## src/rtl/tmap_pkg.sv

```systemverilog
package tmap_pkg;
  localparam int unsigned MAP_COLS    = 40;
  localparam int unsigned MAP_ROWS    = 30;
  localparam int unsigned TILE_SHIFT  = 3;
  localparam int unsigned LINE_W      = 8;
  localparam int unsigned XSCROLL_W   = 9;
  localparam int unsigned IDX_W       = 6;

  // number of binary-weighted subtract stages so that cols * 2**n exceeds max_val
  function automatic int unsigned mod_stages(input int unsigned max_val, input int unsigned cols);
    int unsigned n;
    n = 0;
    while ((cols << n) <= max_val) n++;
    return n;
  endfunction
endpackage

```

## src/rtl/tmap_row_wrap.sv

```systemverilog
module tmap_row_wrap #(
  parameter int unsigned LINE_W     = tmap_pkg::LINE_W,
  parameter int unsigned TILE_SHIFT = tmap_pkg::TILE_SHIFT,
  parameter int unsigned MAP_ROWS   = tmap_pkg::MAP_ROWS,
  localparam int unsigned ROW_W     = LINE_W - TILE_SHIFT
) (
  input  logic [LINE_W-1:0] line_i,
  output logic [ROW_W-1:0]  row_o
);
  logic [ROW_W-1:0] row_raw;
  logic [TILE_SHIFT-1:0] unused_fine;

  assign row_raw     = line_i[LINE_W-1:TILE_SHIFT];
  assign unused_fine = line_i[TILE_SHIFT-1:0];

  // one subtract suffices while 2**ROW_W <= 2*MAP_ROWS
  always_comb begin
    if (row_raw >= ROW_W'(MAP_ROWS)) row_o = row_raw - ROW_W'(MAP_ROWS);
    else                             row_o = row_raw;
  end
endmodule

```

## src/rtl/tmap_col_wrap.sv

```systemverilog
module tmap_col_wrap #(
  parameter int unsigned XSCROLL_W  = tmap_pkg::XSCROLL_W,
  parameter int unsigned TILE_SHIFT = tmap_pkg::TILE_SHIFT,
  parameter int unsigned IDX_W      = tmap_pkg::IDX_W,
  parameter int unsigned MAP_COLS   = tmap_pkg::MAP_COLS,
  localparam int unsigned XC_W      = XSCROLL_W - TILE_SHIFT,
  localparam int unsigned SUM_W     = ((XC_W > IDX_W) ? XC_W : IDX_W) + 1,
  localparam int unsigned SUM_MAX   = (2**IDX_W - 1) + (2**XC_W - 1),
  localparam int unsigned NSTG      = tmap_pkg::mod_stages(SUM_MAX, MAP_COLS),
  localparam int unsigned COL_W     = $clog2(MAP_COLS)
) (
  input  logic [XSCROLL_W-1:0] xscroll_i,
  input  logic [IDX_W-1:0]     tile_idx_i,
  output logic [COL_W-1:0]     col_o
);
  logic [SUM_W-1:0] stg [NSTG+1];
  logic [TILE_SHIFT-1:0] unused_fine;

  assign unused_fine = xscroll_i[TILE_SHIFT-1:0];
  assign stg[0] = SUM_W'(tile_idx_i) + SUM_W'(xscroll_i[XSCROLL_W-1:TILE_SHIFT]);

  // restoring reduction: subtract cols*2^k, largest weight first
  for (genvar k = 0; k < NSTG; k++) begin : g_red
    localparam int unsigned WT = MAP_COLS << (NSTG - 1 - k);
    always_comb begin
      if (stg[k] >= SUM_W'(WT)) stg[k+1] = stg[k] - SUM_W'(WT);
      else                      stg[k+1] = stg[k];
    end
  end

  assign col_o = COL_W'(stg[NSTG]);
endmodule

```

## src/rtl/tmap_addr_gen.sv

```systemverilog
module tmap_addr_gen #(
  parameter int unsigned MAP_COLS   = tmap_pkg::MAP_COLS,
  parameter int unsigned MAP_ROWS   = tmap_pkg::MAP_ROWS,
  parameter int unsigned TILE_SHIFT = tmap_pkg::TILE_SHIFT,
  parameter int unsigned LINE_W     = tmap_pkg::LINE_W,
  parameter int unsigned XSCROLL_W  = tmap_pkg::XSCROLL_W,
  parameter int unsigned IDX_W      = tmap_pkg::IDX_W,
  localparam int unsigned ENTRIES   = MAP_COLS * MAP_ROWS,
  localparam int unsigned ADDR_W    = $clog2(ENTRIES)
) (
  input  logic                 clk_i,
  input  logic                 rst_ni,
  input  logic [LINE_W-1:0]    line_i,
  input  logic [XSCROLL_W-1:0] xscroll_i,
  input  logic [IDX_W-1:0]     tile_idx_i,
  output logic [ADDR_W-1:0]    addr_o
);
  localparam int unsigned ROW_W = LINE_W - TILE_SHIFT;
  localparam int unsigned COL_W = $clog2(MAP_COLS);

  logic [ROW_W-1:0]  row;
  logic [COL_W-1:0]  col;
  logic [ADDR_W-1:0] addr_d;

  tmap_row_wrap #(
    .LINE_W(LINE_W), .TILE_SHIFT(TILE_SHIFT), .MAP_ROWS(MAP_ROWS)
  ) u_row (
    .line_i(line_i), .row_o(row)
  );

  tmap_col_wrap #(
    .XSCROLL_W(XSCROLL_W), .TILE_SHIFT(TILE_SHIFT), .IDX_W(IDX_W), .MAP_COLS(MAP_COLS)
  ) u_col (
    .xscroll_i(xscroll_i), .tile_idx_i(tile_idx_i), .col_o(col)
  );

  assign addr_d = ADDR_W'(row) * ADDR_W'(MAP_COLS) + ADDR_W'(col);

  always_ff @(posedge clk_i or negedge rst_ni) begin
    if (!rst_ni) addr_o <= '0;
    else         addr_o <= addr_d;
  end

  // checker support: set after the first edge out of reset
  logic past_ok_q;
  always_ff @(posedge clk_i or negedge rst_ni) begin
    if (!rst_ni) past_ok_q <= 1'b0;
    else         past_ok_q <= 1'b1;
  end


  row_range_chk: assert property (@(posedge clk_i) disable iff (!rst_ni)
    row < ROW_W'(MAP_ROWS));


  col_range_chk: assert property (@(posedge clk_i) disable iff (!rst_ni)
    col < COL_W'(MAP_COLS));


  addr_range_chk: assert property (@(posedge clk_i) disable iff (!rst_ni)
    addr_o < ADDR_W'(ENTRIES));

  // unchanged coarse inputs leave the address unchanged
  coarse_hold_chk: assert property (@(posedge clk_i) disable iff (!rst_ni)
    (past_ok_q && $stable(line_i[LINE_W-1:TILE_SHIFT])
               && $stable(xscroll_i[XSCROLL_W-1:TILE_SHIFT])
               && $stable(tile_idx_i)) |=> $stable(addr_o));


  reset_val_chk: assert property (@(posedge clk_i)
    !rst_ni |-> addr_o == '0);
endmodule

```

## config.mk

```make
export PLATFORM = sky130hd
export DESIGN_NAME = tmap_addr_gen
export DESIGN_NICKNAME = d
export VERILOG_FILES = /design/src/rtl/tmap_pkg.sv /design/src/rtl/tmap_row_wrap.sv /design/src/rtl/tmap_col_wrap.sv /design/src/rtl/tmap_addr_gen.sv
export SDC_FILE = /design/constraint.sdc
export NUM_CORES = 1
export LEC_CHECK = 0
export BUFFER_PORTS_ARGS = -buffer_cell sky130_fd_sc_hd__buf_2
export CORE_UTILIZATION = 54
export CTS_CLUSTER_DIAMETER = 30
export CTS_CLUSTER_SIZE = 20
export DETAILED_ROUTE_END_ITERATION = 8
export GPL_TIMING_DRIVEN = 0
export PLACE_DENSITY = 0.84
export SKIP_LAST_GASP = 1
export SYNTH_ARGS = -nofsm -noshare
export SYNTH_HDL_FRONTEND = slang
export SYNTH_SLANG_ARGS = --single-unit
```

## constraint.sdc

```tcl
create_clock -name clk_i -period 0.8 [get_ports clk_i]
set_clock_uncertainty 0.05 [all_clocks]
set_input_delay 0.08 -clock clk_i [delete_from_list [all_inputs] [get_ports clk_i]]
set_output_delay 0.08 -clock clk_i [all_outputs]
set_load 0.05 [all_outputs]
```

# Word-level counts from Yosys, hierarchy flattened

Cells that the tools add are included.

Flip-flop bits (word level): 11
Input bits: 25
Logic and storage cells: 13

Add/subtract/negate cells: 5
Multiply operators: 1
$lt $le $gt $ge: 3
Mux-type cells: 3

Operators with widths:

| cell                | count |
|---|---|
| $add 11x6->11       | 1 |
| $mul 5x3->8 const B | 1 |
| $add 6x6->7         | 1 |
| $ge 7x6->1 const B  | 1 |
| $ge 7x7->1 const B  | 1 |
| $mux 7              | 1 |
| $sub 7x7->7 const B | 1 |
| $mux 6              | 1 |
| $sub 6x6->6 const B | 1 |
| $ge 5x5->1 const B  | 1 |
| $mux 5              | 1 |
| $sub 5x5->5 const B | 1 |

# Depth between registers and ports, before layout

Depth in word-level cells: 6
Gate-level depth with buffers: 20
Mapped depth without buffers: 20

# Modules after synthesis

From an unflattened synthesis, not the netlist that was laid out.

Cell total of the unflattened synthesis: 109
Area, all modules: 1087.3 sq um

Modules (own cells, without submodules):

| module        | times used | cells an instance | area an instance (sq um) |
|---|---|---|---|
| tmap_addr_gen | 1          | 40                | 563.0 |
| tmap_col_wrap | 1          | 55                | 431.7 |
| tmap_row_wrap | 1          | 14                | 92.6 |

# Worst setup path after synthesis

Ideal clock, no wire load.

Path kind: input-to-reg
Start point: in xscroll_i[3]
End point: reg addr_o[9]
Setup time: 132 ps
Arrival time: 3567 ps
Path slack: -2949 ps
Stages on the path: 19
Path through: ha_1 inv_1 fa_1 nand2b_1 a21oi_1 xor2_1 inv_1 ha_1 mux2_1 o22ai_2 a31oi_4 xnor2_1 ha_1 fa_1 a21o_1 nand2_1 nor2_1 a31o_1 xnor2_1

Cells in the longest elaborated chain, start to end: 6

RTL lines:

| item                                             | RTL line            | RTL |
|---|---|---|
| from (decl)                                      | tmap_addr_gen.sv:14 | `input logic [XSCROLL_W-1:0] xscroll_i,` |
| $add 6x6->7 *                                    | tmap_col_wrap.sv:20 | `assign stg[0] = SUM_W'(tile_idx_i) + SUM_W'(xscroll_i[XSCROLL_W-1:TILE_SHIFT]);` |
| $sub 7x7->7 / $ge 7x7->1 (equally long branches) | tmap_col_wrap.sv:26 | `if (stg[k] >= SUM_W'(WT)) stg[k+1] = stg[k] - SUM_W'(WT);` |
| $mux 7 *                                         | tmap_col_wrap.sv:26 |  |
| $sub 6x6->6 / $ge 7x6->1 (equally long branches) | tmap_col_wrap.sv:26 |  |
| $mux 6 *                                         | tmap_col_wrap.sv:26 |  |
| $add 11x6->11 *                                  | tmap_addr_gen.sv:37 | `assign addr_d = ADDR_W'(row) * ADDR_W'(MAP_COLS) + ADDR_W'(col);` |
| named net addr_d[9]                              | tmap_addr_gen.sv:23 | `logic [ADDR_W-1:0] addr_d;` |
| to (signal assigned)                             | tmap_addr_gen.sv:41 | `else addr_o <= addr_d;` |
| to (decl)                                        | tmap_addr_gen.sv:16 | `output logic [ADDR_W-1:0] addr_o` |

The timed path passes the listed nets; every way through them passes the cells marked *.

# Final worst setup path

Start point: in tile_idx_i[0]
End point: reg addr_o[9]

Cells in the longest elaborated chain, start to end: 6

RTL lines:

| item                                             | RTL line            | RTL |
|---|---|---|
| from (decl)                                      | tmap_addr_gen.sv:15 | `input logic [IDX_W-1:0] tile_idx_i,` |
| $add 6x6->7 *                                    | tmap_col_wrap.sv:20 |  |
| $sub 7x7->7 / $ge 7x7->1 (equally long branches) | tmap_col_wrap.sv:26 |  |
| $mux 7 *                                         | tmap_col_wrap.sv:26 |  |
| $sub 6x6->6 / $ge 7x6->1 (equally long branches) | tmap_col_wrap.sv:26 |  |
| $mux 6 *                                         | tmap_col_wrap.sv:26 |  |
| $add 11x6->11 *                                  | tmap_addr_gen.sv:37 |  |
| named net addr_d[9]                              | tmap_addr_gen.sv:23 |  |

Marks and branches as above.

==> flow_summary.toml <==
[setup_path]
worstSetupPathType = "in -> reg"
arrival_ns = 3.67
worstPathMaxFanout = 3
critPathRequiredTime_ns = 0.94
cp-end-kind = "flip-flop"
cp-start-kind = "input pin"

[sta]
finalHoldViolCount = 1
setup_violations = 20
tns_ns = -21.16
clock.fmax_ghz = 0.283
setup_ws_ns = -2.73
rsz0062_at_grt = "yes"
period_share_pct = 442
whs_ns = -0.0117
period_minus_slack_ns = 3.53
slew_headroom_pct = 63.3
maxSlewViolCount = 0
worst_pin_slew_ns = 0.546

[final_layout]
area_growth_pct = 64.6
final_nets = 229
multi_input_area_um2 = 1050
largest_reg_flops = 11
fin_util_pct = 94.8
seq_area_um2 = 275
drive_gt1_share_pct = 50.0
diodes = 0
top_register = "addr_o"
fin_cells = 209
top_regs = "addr_o (11)"
fillers = 44

[synthesis]
ys_seq_area_share_pct = 24.1
synth_seq_cells = 11
syn_nets = 170
synth_top_cell_by_area = "dfrtp_1"
synth_cell_types = 35
synthTopCellsByArea = "dfrtp_1 (24%), ha_1 (20%), fa_1 (5.3%)"
syn_area_per_cell_um2 = 9.20
ys_warn_count = 0
synthCells = 124
synth_area_um2 = 1140
synth_top_area_share_pct = 24.1

[clock_network]
cts_root_buf = "clkbuf_4"
hold_buffers = 1
htreeDepth = 1
cts-buffers-inserted = 3
clkSinkCount = 11
cts_buffer_depth = 2
path_clk_slew_ns = 0.07
cts_tree = "yes"

[global_routing]
antenna_found_initial = 0
grt_pass1_wl_um = 4910
overflow = 0
grt_pass1_vias = 1130
grt_max_degree = 12
track_usage_pct = 31.4

[placement]
post-place-ws_ns = -2.96
portBuffers = 29
place_congestion = 0.784
dp.cells = 180
dp_hpwl_um = 1810

[status]
violations = "negative hold slack, negative setup slack"
status = "finished with violations"

[die]
core-area_um2 = 1980
io_pins = 36
die_h_um = 48.0
rows = 16
die_w_um = 48.0
start_util_pct = 57.6
dieArea_um2 = 2300

[detailed_routing]
wire_per_inst_um = 24.5
drc_errors = 0
dr.pass1.iters = 4
ant_nets = 0
avgViaCountPerCell = 6.82
routed_wl_um = 5120
drtIter0Drc = 120
num_vias = 1425

[hold_path]
hold_path_end = "addr_o[0]$_DFF_PN0_"
hold_start = "xscroll_i[3]"
hold_class = "in -> reg"
holdPathStages = 2

[power_and_ir_drop]
cellPowerDensity_nw_per_um2 = 2790
irDropWorstVdd_v = 0.00220
power.leakage_nw = 0.866

[job]
drv_cap = 0
==> report_power, final <==
group | internal (mW) | leakage (nW) | switching, mW
sequential | 0.757 | 0.130 | 0.126
clock | 0.194 | 0.0150 | 0.217
combinational | 1.74 | 0.720 | 2.21
==> per-layer routing <==
layer / vias up / track usage, % / wire [µm]
li1: 561 / - / -
met1: 650 / 35.4 / 1730
met2: 149 / 52.7 / 2340
met3: 63 / 7.55 / 584
met4: 2 / 20.0 / 448
met5: - / 0 / 22
==> timing repair <==
| action | in CTS | in global routing |
|---|---|---|
| endpoints found under the setup margin | 21 | 19 |
| setup buffers | 20 | 5 |
| resized for setup | 35 | 19 |
| endpoints found under the hold margin | 12 | 1 |
| pin swaps | 16 | 2 |
==> placed cells by master, fill, tap and decap left out, types with 2 or more instances in the layout <==
cell / instances
a21o_1: 4
or2_1: 2
xnor2_1: 3
nor3b_1: 2
a21oi_4: 2
o21ai_0: 4
clkbuf_4: 3
buf_6: 18
o21ai_1: 2
nand3_1: 3
ha_4: 8
buf_2: 15
xor2_1: 4
buf_4: 20
a21oi_1: 6
ha_1: 10
inv_1: 12
o22ai_4: 3
fa_2: 2
nand2_1: 5
dfrtp_1: 11
nor2_1: 7
a211oi_2: 2
a21oi_2: 2
inv_2: 2
==> worst max-delay path, stage by stage <==
cell      delay, ns
buf_6          0.09
ha_4           0.14
inv_2          0.04
fa_2           0.35
nand2b_4       0.17
a21oi_4        0.19
xor2_4         0.20
inv_2          0.08
ha_4           0.25
mux2_4         0.28
o22ai_4        0.20
a31oi_4        0.08
xnor2_2        0.26
ha_4           0.19
fa_2           0.20
a21o_1         0.13
nand2_2        0.08
a211oi_2       0.17
nor2_1         0.07
a31o_1         0.20
xnor2_1        0.21
==> logic make-up (layout without fill, tap and decap cells) <==
kind of cell | Yosys count | after routing | share of synthesized area (%)
muxes | 1 | 1 | 0.987
and+or+nand+nor | 29 | 29 | 12.9
xor gates and xnor gates | 9 | 9 | 6.91
adders and majority gates | 21 | 21 | 25.0
buffers and inverters | 14 | 72 | 4.61
DFF | 11 | 11 | 24.1
AOI/OAI and AO/OA | 39 | 39 | 25.4
==> synth_stat cells (all sizes together) <==
| master | n |
|---|---|
| fa | 3 |
| xnor2 | 4 |
| o21ai | 7 |
| mux2 | 1 |
| or2 | 2 |
| inv | 14 |
| nor3b | 2 |
| a31o | 1 |
| a21boi | 1 |
| ha | 18 |
| a221o | 1 |
| o22ai | 5 |
| nand2b | 2 |
| dfrtp | 11 |
| and3 | 1 |
| xor2 | 5 |
| nand3 | 3 |
| nand2 | 6 |
| or3b | 1 |
| a21oi | 10 |
| nor2 | 8 |
| o22a | 1 |
| o31ai | 1 |
| a211oi | 4 |
| a31oi | 1 |
| nor3 | 2 |
| o21a | 1 |
| a21o | 4 |
| a221oi | 1 |
| nor2b | 2 |
| a22oi | 1 |
==> worst max-delay path by stage <==
stage	from	cells after the start	slack [ns]	end
final	tile_idx_i[0]	21	-2.73	addr_o[9]$_DFF_PN0_
after global routing	tile_idx_i[0]	21	-2.82	addr_o[9]$_DFF_PN0_
after CTS	xscroll_i[8]	19	-2.41	addr_o[9]$_DFF_PN0_
after detailed placement	xscroll_i[8]	19	-2.96	addr_o[9]$_DFF_PN0_
after global placement	xscroll_i[3]	21	-2.90	addr_o[9]$_DFF_PN0_
after floorplan	xscroll_i[3]	19	-2.64	addr_o[9]$_DFF_PN0_
==> final cells by class <==
class	count	area share (%)
inverter	14	2.80
timing repair buffer	54	23.3
tap	27	1.80
multi-input combinational	99	56.0
clock buffer	4	1.40
sequential	11	14.7
==> metrics by stage <==
stage                     cell area (µm²)  power [mW]
after global placement               1410        3.13
after floorplan                      1230        2.72
final                                1880        5.24
after detailed placement             1410        3.20
after CTS                            1730        4.37
after global routing                 1880        5.43
Power figures use the tool's default switching activity.
